### src/rtl/audio_tx_serializer.sv
module audio_tx_serializer #(
  parameter int SLOT_BITS  = 32,
  parameter int FIFO_DEPTH = 4
) (
  input  logic        clk,
  input  logic        rst_n,
  input  logic        enable,
  input  logic [1:0]  cfg_wlen,
  input  logic        cfg_delay,
  input  logic        cfg_rjust,
  input  logic [31:0] in_data,
  input  logic        in_valid,
  output logic        in_ready,
  input  logic        bit_stb,
  input  logic        ws,
  output logic        sd_out,
  output logic        underflow
);
  localparam int IDX_W = $clog2(SLOT_BITS) + 1;
  localparam int PTR_W = $clog2(FIFO_DEPTH);
  localparam int CNT_W = PTR_W + 1;
  localparam logic [IDX_W-1:0] SLOT_N = IDX_W'(SLOT_BITS);
  localparam logic [CNT_W-1:0] FULL_N = CNT_W'(FIFO_DEPTH);

  logic [31:0]      mem [FIFO_DEPTH];
  logic [PTR_W-1:0] wr_ptr, rd_ptr;
  logic [CNT_W-1:0] cnt;
  logic [31:0]      left_w, right_w;
  logic [1:0]       wlen_q;
  logic             delay_q, rjust_q;
  logic             ws_q, u_prev, sd_q, udf_q;
  logic [IDX_W-1:0] idx_q;

  wire push      = in_valid && in_ready;
  wire ws_edge   = bit_stb && (ws != ws_q);
  wire frame_go  = bit_stb && enable && ws_q && !ws;
  wire have_pair = cnt >= CNT_W'(2);
  wire pop       = frame_go && have_pair;

  wire [1:0] wl_sel = frame_go ? cfg_wlen  : wlen_q;
  wire       rj_sel = frame_go ? cfg_rjust : rjust_q;
  wire       dl_eff = (frame_go ? cfg_delay : delay_q) && !rj_sel;

  logic [31:0]      word_now;
  logic [IDX_W-1:0] idx_now, wbits;
  logic             u_bit;

  assign in_ready  = cnt != FULL_N;
  assign sd_out    = sd_q;
  assign underflow = udf_q;

  always_comb begin
    if (frame_go)      word_now = have_pair ? mem[rd_ptr] : 32'd0;
    else if (ws)       word_now = right_w;
    else               word_now = left_w;
    if (ws_edge)       idx_now = '0;
    else if (idx_q == SLOT_N) idx_now = idx_q;
    else               idx_now = idx_q + IDX_W'(1);
    case (wl_sel)
      2'd0:    wbits = IDX_W'(16);
      2'd1:    wbits = IDX_W'(24);
      default: wbits = IDX_W'(32);
    endcase
    u_bit = 1'b0;
    if (idx_now < SLOT_N) begin
      if (rj_sel) begin
        if (idx_now >= SLOT_N - wbits)
          u_bit = word_now[5'(SLOT_N - IDX_W'(1) - idx_now)];
      end else if (idx_now < wbits) begin
        u_bit = word_now[5'(wbits - IDX_W'(1) - idx_now)];
      end
    end
  end

  always_ff @(posedge clk) begin
    if (push) mem[wr_ptr] <= in_data;
  end

  always_ff @(posedge clk or negedge rst_n) begin
    if (!rst_n) begin
      wr_ptr <= '0; rd_ptr <= '0; cnt <= '0;
      left_w <= '0; right_w <= '0;
      wlen_q <= 2'd0; delay_q <= 1'b0; rjust_q <= 1'b0;
      ws_q <= 1'b1; idx_q <= '0; u_prev <= 1'b0; sd_q <= 1'b0; udf_q <= 1'b0;
    end else begin
      if (push) wr_ptr <= wr_ptr + PTR_W'(1);
      if (pop)  rd_ptr <= rd_ptr + PTR_W'(2);
      cnt <= cnt + CNT_W'(push) - (pop ? CNT_W'(2) : CNT_W'(0));
      if (bit_stb) begin
        ws_q  <= ws;
        idx_q <= idx_now;
      end
      if (!enable) begin
        sd_q <= 1'b0; u_prev <= 1'b0;
        left_w <= '0; right_w <= '0;
        wlen_q <= cfg_wlen; delay_q <= cfg_delay; rjust_q <= cfg_rjust;
      end else if (bit_stb) begin
        u_prev <= u_bit;
        sd_q   <= dl_eff ? u_prev : u_bit;
        if (frame_go) begin
          wlen_q <= cfg_wlen; delay_q <= cfg_delay; rjust_q <= cfg_rjust;
          if (have_pair) begin
            left_w  <= mem[rd_ptr];
            right_w <= mem[rd_ptr + PTR_W'(1)];
          end else begin
            left_w  <= '0;
            right_w <= '0;
            udf_q   <= 1'b1;
          end
        end
      end
    end
  end

  AST_NO_OVERFLOW: assert property (@(posedge clk) disable iff (!rst_n) cnt <= FULL_N);
  AST_UDF_SET: assert property (@(posedge clk) disable iff (!rst_n) frame_go && !have_pair |=> underflow);
  AST_UDF_STICKY: assert property (@(posedge clk) disable iff (!rst_n) underflow |=> underflow);
  AST_SD_OFF: assert property (@(posedge clk) disable iff (!rst_n) !enable |=> !sd_out);
  AST_SD_HOLD: assert property (@(posedge clk) disable iff (!rst_n) enable && !bit_stb |=> $stable(sd_out));
endmodule

### config.mk
export PLATFORM = sky130hd
export DESIGN_NAME = audio_tx_serializer
export DESIGN_NICKNAME = d
export VERILOG_FILES = /design/src/rtl/audio_tx_serializer.sv
export SDC_FILE = /design/constraint.sdc
export NUM_CORES = 1
export LEC_CHECK = 0
export BUFFER_PORTS_ARGS = -buffer_cell sky130_fd_sc_hd__buf_2
export CORE_UTILIZATION = 35
export CTS_CLUSTER_DIAMETER = 120
export CTS_CLUSTER_SIZE = 14
export DETAILED_ROUTE_END_ITERATION = 16
export PLACE_DENSITY = 0.51
export SLEW_MARGIN = 15
export SYNTH_ARGS = -nofsm -noshare
export SYNTH_HDL_FRONTEND = slang
export SYNTH_SLANG_ARGS = --single-unit
### constraint.sdc
create_clock -name clk -period 3.6 [get_ports clk]
set_clock_uncertainty 0.05 [all_clocks]
set_input_delay 0.18 -clock clk [delete_from_list [all_inputs] [get_ports clk]]
set_output_delay 0.18 -clock clk [all_outputs]
set_load 0.1 [all_outputs]
==> results of run 1 <==
==> metal layers <==
layer / share of wire (%) / GRT usage, % / vias to the layer above / routed length [µm]
met5: 0 / 0 / - / 0
met4: 2.2 / 4.46 / 0 / 406
met3: 4.3 / 2.22 / 25 / 795
met2: 49 / 26.1 / 120 / 9170
met1: 44 / 19.7 / 2588 / 8260
li1: - / - / 2499 / -
==> critical path: cells and delay by family, from the launching register on <==
kind / cells / cell delay, ps
flops: 1 / 450
fa+ha+maj: 1 / 150
mux: 1 / 470
compound gates: 5 / 1310
simple gates: 3 / 720
buf+inv: 1 / 90
==> logic make-up after synthesis <==
kind of cell / share of synthesized area (%)
compound gates: 10.9
simple gates: 7.05
mux: 9.26
fa+ha+maj: 1.85
buf+inv: 2.36
flops: 67.6
xor+xnor: 0.981
==> layout make-up <==
cell class,count,area [µm²]
Clock buffer,32,534
Clock inverter,1,11.3
Fill cell,2271,14100
Inverter,11,41.3
Multi-Input combinational cell,364,2660
Sequential cell,212,5950
Tap cell,324,405
Timing Repair Buffer,99,731
==> how the worst min path moves through the flow <==
stage / start / end / cells after the start
after global placement: rst_n / right_w[31] / 1
after detailed placement: rst_n / right_w[31] / 1
after floorplan: rst_n / cnt[0] / 0
after CTS: bit_stb / u_prev / 2
final: bit_stb / u_prev / 2
after global routing: bit_stb / u_prev / 2
==> registers in the layout (all words and copies together) (netlist names) <==
signal     cells
u_prev         1
idx_q          6
ws_q           1
delay_q        1
right_w       32
rd_ptr         1
cnt            3
underflow      1
wlen_q         2
sd_out         1
rjust_q        1
mem          128
left_w        32
wr_ptr         2
==> per-stage QoR <==
stage / worst slack, ps / hold slack, ps / instance area (µm²) / total power (W) / utilization (%)
after floorplan: 726 / -166 / 8800 / 0.00432 / -
after global placement: 287 / 305 / 9400 / 0.00477 / 38.4
after detailed placement: 135 / 314 / 9400 / 0.00483 / 38.4
after CTS: 107 / 68.4 / 10300 / 0.00673 / 42.2
after global routing: 15.7 / 101 / 10300 / 0.00699 / 42.2
final: 252 / 94.2 / 10300 / 0.00662 / 42.2
==> placed cells by master, fill, tap and decap left out, types with 4 or more instances in the layout <==
cell and count:
sky130_fd_sc_hd__a21o_1 16, sky130_fd_sc_hd__a22o_1 16, sky130_fd_sc_hd__a22oi_1 16, sky130_fd_sc_hd__and3_1 5, sky130_fd_sc_hd__and4_1 4, sky130_fd_sc_hd__buf_2 43, sky130_fd_sc_hd__buf_4 18, sky130_fd_sc_hd__clkbuf_1 12
sky130_fd_sc_hd__clkbuf_16 19, sky130_fd_sc_hd__dfrtp_1 82, sky130_fd_sc_hd__dlygate4sd3_1 38, sky130_fd_sc_hd__edfxtp_1 128, sky130_fd_sc_hd__ha_1 13, sky130_fd_sc_hd__inv_1 11, sky130_fd_sc_hd__mux2_2 9, sky130_fd_sc_hd__mux2i_1 69
sky130_fd_sc_hd__nand2_1 57, sky130_fd_sc_hd__nand2b_1 4, sky130_fd_sc_hd__nand3_1 19, sky130_fd_sc_hd__nor2_1 24, sky130_fd_sc_hd__o21ai_0 58, sky130_fd_sc_hd__o311ai_0 13, sky130_fd_sc_hd__xnor2_1 6
==> power by group through the flow <==
| stage | Sequential, W | Clock, W | Combinational [W] |
|---|---|---|---|
| 2_1_floorplan | 0.00320 | 0 | 0.00113 |
| 3_3_place_gp | 0.00333 | 0 | 0.00144 |
| 3_5_place_dp | 0.00335 | 0 | 0.00148 |
| 4_1_cts | 0.00330 | 0.00191 | 0.00152 |
| 5_1_grt | 0.00335 | 0.00200 | 0.00164 |
| 6_report | 0.00329 | 0.00185 | 0.00147 |
==> what timing repair did <==
| item | CTS | global route |
|---|---|---|
| hold endpoints to repair | 197 | 0 |
| resized for setup | 0 | 1 |
| endpoints found under the setup margin | 0 | 2 |
| hold buffers | 38 | 0 |
==> results.cfg, run 1 <==
[setup_path]
criticalPathCategory = register to register
reg2reg_depth = 11
cp_required_ps = 3940
launching_element_type_of_the_critical_path = register
worstReg2RegStart = idx_q[0]
critical_path.slowest_cell = sky130_fd_sc_hd__o21ai_0
crit_arrival_ps = 3690
timing.critical_path.to = sd_out
setup.worst_path.start = idx_q[0]
crit_path_max_cell_delay_ps = 570
worst-r2r-setup-slack_ps = 250
crit_chain = inv_1, ha_1, and4bb_1, o21ai_0, o21ai_0, o311ai_0, and4_1, mux4_2, nor3_2, a21oi_2, o311ai_2
crit_path_end_kind = register
path_common_cell = sky130_fd_sc_hd__o21ai_0
reg2reg_to = sd_out
crit_path_max_fanout = 7

[placed_design]
dp.cells = 972
gp_congestion = 0.749
port_buffers = 44
place_hpwl_mm = 11.7

[power]
cell_internal_pwr_w = 0.00465
p_leak_nw = 4.22
share_seq_of_total_power_pct = 49.8
power.density_nw_per_um2 = 640
power_switching_w = 0.00196
power.clock.fraction_pct = 27.9
power.share.combinational_pct = 22.3
irDropWorstVdd_mv = 0.293
power.switching_fraction_pct = 29.7

[route]
post_drt_via_cell_ratio = 5.02
post-route-drc-count = 0
drt_wl_cell_um = 17.9
drt-initial-drc-count = 301
totalWireLength_mm = 18.6
final_antenna_net_count = 0
route.vias.total = 5232
detail_route.first_pass.iterations = 5

[synthesis]
syn-mean-instance-area_um2 = 14.1
ys_top_cells_by_area = sky130_fd_sc_hd__edfxtp_1 (44%), sky130_fd_sc_hd__dfrtp_1 (24%), sky130_fd_sc_hd__mux2i_1 (7.8%)
synth_area_leader_cell = sky130_fd_sc_hd__edfxtp_1
cell_count_after_synthesis = 623
synth_cell_type_count = 51
synth_seq_cells = 212
number_of_flops_mapped_to_enable_cells_by_yosys = 128
post-synth-top-count-cell = sky130_fd_sc_hd__edfxtp_1
synthesis.nets = 678
netlist.area_leader.share_pct = 43.7
synthesis.area_um2 = 8800
synthArstFlopShare_pct = 39.6
synth-seq-area-share_pct = 67.6
synth-warning-count = 0
synth_flop_cell = sky130_fd_sc_hd__edfxtp_1
ys_top_cells_by_count = sky130_fd_sc_hd__edfxtp_1 (128), sky130_fd_sc_hd__dfrtp_1 (83), sky130_fd_sc_hd__mux2i_1 (69)

[outcome]
status = finished, final reports clean

[timing]
max_freq_mhz = 299
final.period_utilization_pct = 93.0
final-setup-viol-count = 0
finalHoldViolations = 0
worst_slew_margin_rel_pct = 38.2
tightestPinTransition_ps = 928
grt_setup_unrepaired = false
fin_setup_tns_ps = 0
final.min_clock_period_ps = 3350
timing_max_transition_violations_final = 0

[die]
floorplan.rows = 57
die_height_um = 161
ioPinCount = 45
placeableCoreArea_um2 = 24500
die_w_um = 161
start_util_pct = 36.0
fp.dieArea_um2 = 25800

[clock_network]
post-cts-setup-buffer-count = 0
clock-sinks = 212
clkTransAtPathRegs_ps = 70
numCtsBuffers = 19
htree_depth = 1
ctsRootBufferMaster = sky130_fd_sc_hd__clkbuf_16
cts_max_path_buffers = 3
cts_tree = done
clk-insertion-delay-late_ps = 480

[global_routing]
global_route.usage.total_pct = 15.1
grt_start_max_net_pins = 67
grt.overflow.total = 0
antenna_violations_before_repair = 0
grt_pass1_wl_mm = 30.4
grt_pass1_vias = 5393

[final_layout]
final_net_count = 762
syn_to_final_growth_pct = 17.4
final_cell_count_no_fill = 1043
drive_above_1_share_pct = 15.2
diodes = 0

[run]
drv_cap = 0

[min_path]
timing.hold.worst.class = input pin to register
No activity file was read; power rests on OpenSTA's default activity.
==> inputs of run 2 (changes only) <==
--- a/config.mk
+++ b/config.mk
@@ -5,7 +5,7 @@
 export SDC_FILE = /design/constraint.sdc
 export NUM_CORES = 1
 export LEC_CHECK = 0
-export BUFFER_PORTS_ARGS = -buffer_cell sky130_fd_sc_hd__buf_2
+export BUFFER_PORTS_ARGS = -buffer_cell sky130_fd_sc_hd__clkbuf_2
 export CORE_UTILIZATION = 35
 export CTS_CLUSTER_DIAMETER = 120
 export CTS_CLUSTER_SIZE = 14
==> results.cfg, run 2 (same netlist as run 1, synthesis figures left out) <==
[route]
totalWireLength_mm = 18.2
detail_route.first_pass.iterations = 7
post_drt_via_cell_ratio = 4.97
final_antenna_net_count = 0
drt-initial-drc-count = 293
route.vias.total = 5186
post-route-drc-count = 0
drt_wl_cell_um = 17.5

[clock_network]
numCtsBuffers = 19
clk-insertion-delay-late_ps = 480
cts_tree = done
post-cts-setup-buffer-count = 0
htree_depth = 1
ctsResizeCount = 0
clock-sinks = 212
clkTransAtPathRegs_ps = 70
ctsHoldBuffers = 38
ctsRootBufferMaster = sky130_fd_sc_hd__clkbuf_16
cts_max_path_buffers = 3

[final_layout]
layout.cells.most_common = sky130_fd_sc_hd__edfxtp_1
largest_register_ffs = 128
diodes = 0
final_net_count = 764
most_flops_register = mem
most-common-layout-cells = sky130_fd_sc_hd__edfxtp_1 (128), sky130_fd_sc_hd__dfrtp_1 (82), sky130_fd_sc_hd__mux2i_1 (69), sky130_fd_sc_hd__o21ai_0 (58), sky130_fd_sc_hd__nand2_1 (57)
syn_to_final_growth_pct = 17.5
reg_top3 = mem: 128 flops, left_w: 32 flops, right_w: 32 flops
drive_above_1_share_pct = 15.1

[timing]
tightestPinTransition_ps = 945
final.min_clock_period_ps = 3230
grt_setup_unrepaired = false
worst_slew_margin_rel_pct = 36.8
fin_setup_tns_ps = 0
tightest_hold_margin_ps = 27.1
final-setup-viol-count = 0
finalHoldViolations = 0
timing_max_transition_violations_final = 0
final.period_utilization_pct = 89.8
max_freq_mhz = 309

[global_routing]
grt_pass1_wl_mm = 29.7
grt_pass1_vias = 5401
grt_start_max_net_pins = 72
antenna_violations_before_repair = 0
global_route.peak_usage_layer = met2
grt.overflow.total = 0
grt.met1_usage_pct = 19.4
met2_usage_pct = 24.7
grtUsageMet3_pct = 2.45
global_route.usage.total_pct = 14.8

[placed_design]
place_hpwl_mm = 11.4
port_buffers = 44
gp_congestion = 0.807

[outcome]
status = finished, final reports clean

[die]
placeableCoreArea_um2 = 24500
fp.dieArea_um2 = 25800
die_height_um = 161
floorplan.rows = 57
start_util_pct = 36.0
die_w_um = 161
ioPinCount = 45

[setup_path]
criticalPathCategory = register to register
cp_required_ps = 3940
crit_arrival_ps = 3570
launching_element_type_of_the_critical_path = register
crit_path_end_kind = register
crit_path_max_fanout = 17

[run]
drv_cap = 0

[power]
power.density_nw_per_um2 = 640
p_leak_nw = 4.23
irDropWorstVdd_mv = 0.261

[min_path]
timing.hold.worst.class = input pin to register
run 2: per-stage QoR:
stage | setup WS, ps | total power (W) | area, µm² | std cells | utilization (%)
after CTS | 351 | 0.00672 | 10300 | 1044 | 42.3
after global routing | 101 | 0.00698 | 10300 | 1044 | 42.3
final | 367 | 0.00661 | 10300 | 1044 | 42.3
after floorplan | 726 | 0.00432 | 8800 | 623 | -
after global placement | 480 | 0.00481 | 9420 | 974 | 38.5
after detailed placement | 337 | 0.00484 | 9420 | 974 | 38.5
run 2: per-layer routing:
layer / routed length, µm / part of all wire, %
met5: 0 / 0
met4: 391 / 2.1
met3: 750 / 4.1
met2: 8780 / 48
met1: 8310 / 46
run 2: path summary, 6_finish.rpt:
| path | from | slack [ps] | endpoint | cells after the start |
|---|---|---|---|---|
| worst min-delay path | bit_stb | 30 | underflow | 3 |
| worst max-delay path | idx_q[0] | 370 | sd_out | 11 |
| min in group asynchronous | rst_n | 330 | idx_q[5] | 2 |
| max in group asynchronous | rst_n | 2410 | right_w[0] | 3 |
| worst min register to register | left_w[23] | 430 | left_w[23] | 1 |
| worst max register to register | idx_q[0] | 370 | sd_out | 11 |
run 2: area by class of cell:
| class | count | area, µm² |
|---|---|---|
| multi-input combinational | 364 | 2660 |
| tap | 324 | 405 |
| timing repair buffer | 101 | 746 |
| sequential | 212 | 5950 |
| inverter | 11 | 41.3 |
| clock buffer | 31 | 520 |
| fill | 2240 | 14100 |
| clock inverter | 1 | 16.3 |
run 2: report_power, final:
part	leakage, nW	internal (W)	switching, W
Clock	0.255	0.000992	0.000834
Combinational	1.67	0.000622	0.000882
Sequential	2.30	0.00303	0.000252
run 2: worst max-delay path: stages (launching register included):
cell                       delay [ps]
sky130_fd_sc_hd__dfrtp_1          450
sky130_fd_sc_hd__inv_1             70
sky130_fd_sc_hd__ha_1             210
sky130_fd_sc_hd__and4bb_1         250
sky130_fd_sc_hd__a22oi_4          140
sky130_fd_sc_hd__and2_1           520
sky130_fd_sc_hd__o311ai_0         220
sky130_fd_sc_hd__and4_1           290
sky130_fd_sc_hd__mux4_2           500
sky130_fd_sc_hd__nor3_2           140
sky130_fd_sc_hd__a21oi_2           60
sky130_fd_sc_hd__o311ai_2         240
==> inputs of run 3 (changes only) <==
--- a/config.mk
+++ b/config.mk
@@ -11,6 +11,7 @@
 export CTS_CLUSTER_SIZE = 14
 export DETAILED_ROUTE_END_ITERATION = 16
 export PLACE_DENSITY = 0.51
+export REMOVE_ABC_BUFFERS = 1
 export SLEW_MARGIN = 15
 export SYNTH_ARGS = -nofsm -noshare
 export SYNTH_HDL_FRONTEND = slang
==> results.cfg, run 3 (same netlist as run 1, synthesis figures left out) <==
[clock_network]
cts_tree = done
clk-insertion-delay-late_ps = 480
htree_depth = 1
ctsRootBufferMaster = sky130_fd_sc_hd__clkbuf_16
clock-sinks = 212
numCtsBuffers = 19
clkTransAtPathRegs_ps = 70
post-cts-setup-buffer-count = 0
cts_max_path_buffers = 3

[global_routing]
grt.overflow.total = 0
grt_start_max_net_pins = 66
antenna_violations_before_repair = 0
grt_pass1_vias = 5269
global_route.usage.total_pct = 14.8
grt_pass1_wl_mm = 29.5

[run]
drv_cap = 0

[timing]
final-setup-viol-count = 0
finalHoldViolations = 0
grt_setup_unrepaired = false
final.min_clock_period_ps = 3330
tightestPinTransition_ps = 892
final.period_utilization_pct = 92.4
max_freq_mhz = 301
timing_max_transition_violations_final = 0
worst_slew_margin_rel_pct = 40.5
tightest_hold_margin_ps = 13.4
setup_ws_ps = 274

[final_layout]
fin_util_pct = 42.3
largest_register_ffs = 128
final_cell_count_no_fill = 1043
layout.cells.most_common = sky130_fd_sc_hd__edfxtp_1
reg_top3 = mem: 128 flops, left_w: 32 flops, right_w: 32 flops
final_net_count = 762
syn_to_final_growth_pct = 17.5
drive_above_1_share_pct = 15.0
most-common-layout-cells = sky130_fd_sc_hd__edfxtp_1 (128), sky130_fd_sc_hd__dfrtp_1 (82), sky130_fd_sc_hd__mux2i_1 (69), sky130_fd_sc_hd__o21ai_0 (58), sky130_fd_sc_hd__nand2_1 (57)
diodes = 0
most_flops_register = mem

[setup_path]
crit_chain = inv_1, ha_1, and4bb_1, a22oi_4, and2_2, o311ai_0, and4_1, mux4_2, nor3_2, a21oi_2, o311ai_2
launching_element_type_of_the_critical_path = register
crit_family = simple AND/OR/NAND/NOR gates
reg2reg_to = sd_out
crit_path_max_cell_delay_ps = 500
reg2reg_depth = 11
crit_path_max_fanout = 17
crit_path_end_kind = register
critical_path.slowest_cell = sky130_fd_sc_hd__mux4_2
criticalPathCategory = register to register
crit_arrival_ps = 3660
cp_required_ps = 3940
critical_path.n_buffers_inverters = 1
worstReg2RegStart = idx_q[0]
worst-r2r-setup-slack_ps = 270

[die]
start_util_pct = 36.0
placeableCoreArea_um2 = 24500
fp.dieArea_um2 = 25800
die_height_um = 161
die_w_um = 161
floorplan.rows = 57
ioPinCount = 45

[route]
post-route-drc-count = 0
totalWireLength_mm = 18.7
route.vias.total = 5196
detail_route.first_pass.iterations = 5
post_drt_via_cell_ratio = 4.98
drt-initial-drc-count = 247
final_antenna_net_count = 0
drt_wl_cell_um = 18.0

[min_path]
min_path_cells = 3
timing.hold.worst.class = input pin to register
min_delay_worst_endpoint = underflow
timing.hold.worst.start = bit_stb

[power]
cell_internal_pwr_w = 0.00465
irDropWorstVdd_mv = 0.335
share_seq_of_total_power_pct = 49.5
power.share.combinational_pct = 22.9
p_leak_nw = 4.23
power.density_nw_per_um2 = 640
power.clock.fraction_pct = 27.7
power.switching_fraction_pct = 29.8
power_switching_w = 0.00197

[placed_design]
dp.cells = 971
dp_worst_setup_slack_ps = 132
port_buffers = 44
gp_congestion = 0.807
place_hpwl_mm = 11.4

[outcome]
status = finished, final reports clean
==> run 3: per-layer routing <==
layer  track usage, %  part of all wire (%)
met5                0                     0
met4             4.11                   1.8
met3             1.91                   2.8
met2             25.3                    49
met1             19.8                    46
==> run 3: tightest hold or removal path: stages <==
cell and delay [ps]:
sky130_fd_sc_hd__clkbuf_2 110, sky130_fd_sc_hd__nand4b_4 140, sky130_fd_sc_hd__o31ai_1 70
==> run 3: power by group through the flow <==
| stage | Sequential, W | Combinational [W] | Clock, W |
|---|---|---|---|
| final | 0.00327 | 0.00152 | 0.00183 |
| after floorplan | 0.00334 | 0.000994 | 0 |
| after global routing | 0.00332 | 0.00166 | 0.00199 |
| after detailed placement | 0.00333 | 0.00151 | 0 |
| after global placement | 0.00332 | 0.00148 | 0 |
| after CTS | 0.00328 | 0.00155 | 0.00190 |
==> run 3: worst max path at each step <==
stage,startpoint,to,depth (start not counted)
after global placement,idx_q[0],sd_out,11
after global routing,idx_q[0],sd_out,11
after floorplan,rd_ptr[1],sd_out,8
after detailed placement,idx_q[0],sd_out,11
after CTS,idx_q[0],sd_out,11
final,idx_q[0],sd_out,11
==> run 3: layout make-up <==
type	instances	area, µm²
Tap cell	324	405
Inverter	11	41.3
Clock buffer	32	524
Multi-Input combinational cell	364	2660
Timing Repair Buffer	99	743
Sequential cell	212	5950
Fill cell	2249	14100
Clock inverter	1	16.3
==> run 3: stage by stage <==
stage | TNS [ps] | area [µm²] | total power [W]
floorplan | -645 | 8630 | 0.00433
global placement | 0 | 9400 | 0.00480
detailed placement | 0 | 9400 | 0.00484
CTS | 0 | 10300 | 0.00673
global route | 0 | 10300 | 0.00697
finish | 0 | 10300 | 0.00662
==> run 3: repair_timing <==
action                     4_1_cts  5_1_grt
hold endpoints to repair       196        0
setup endpoints to repair        0        2
hold buffers                    38        0
gates resized for setup          0        1
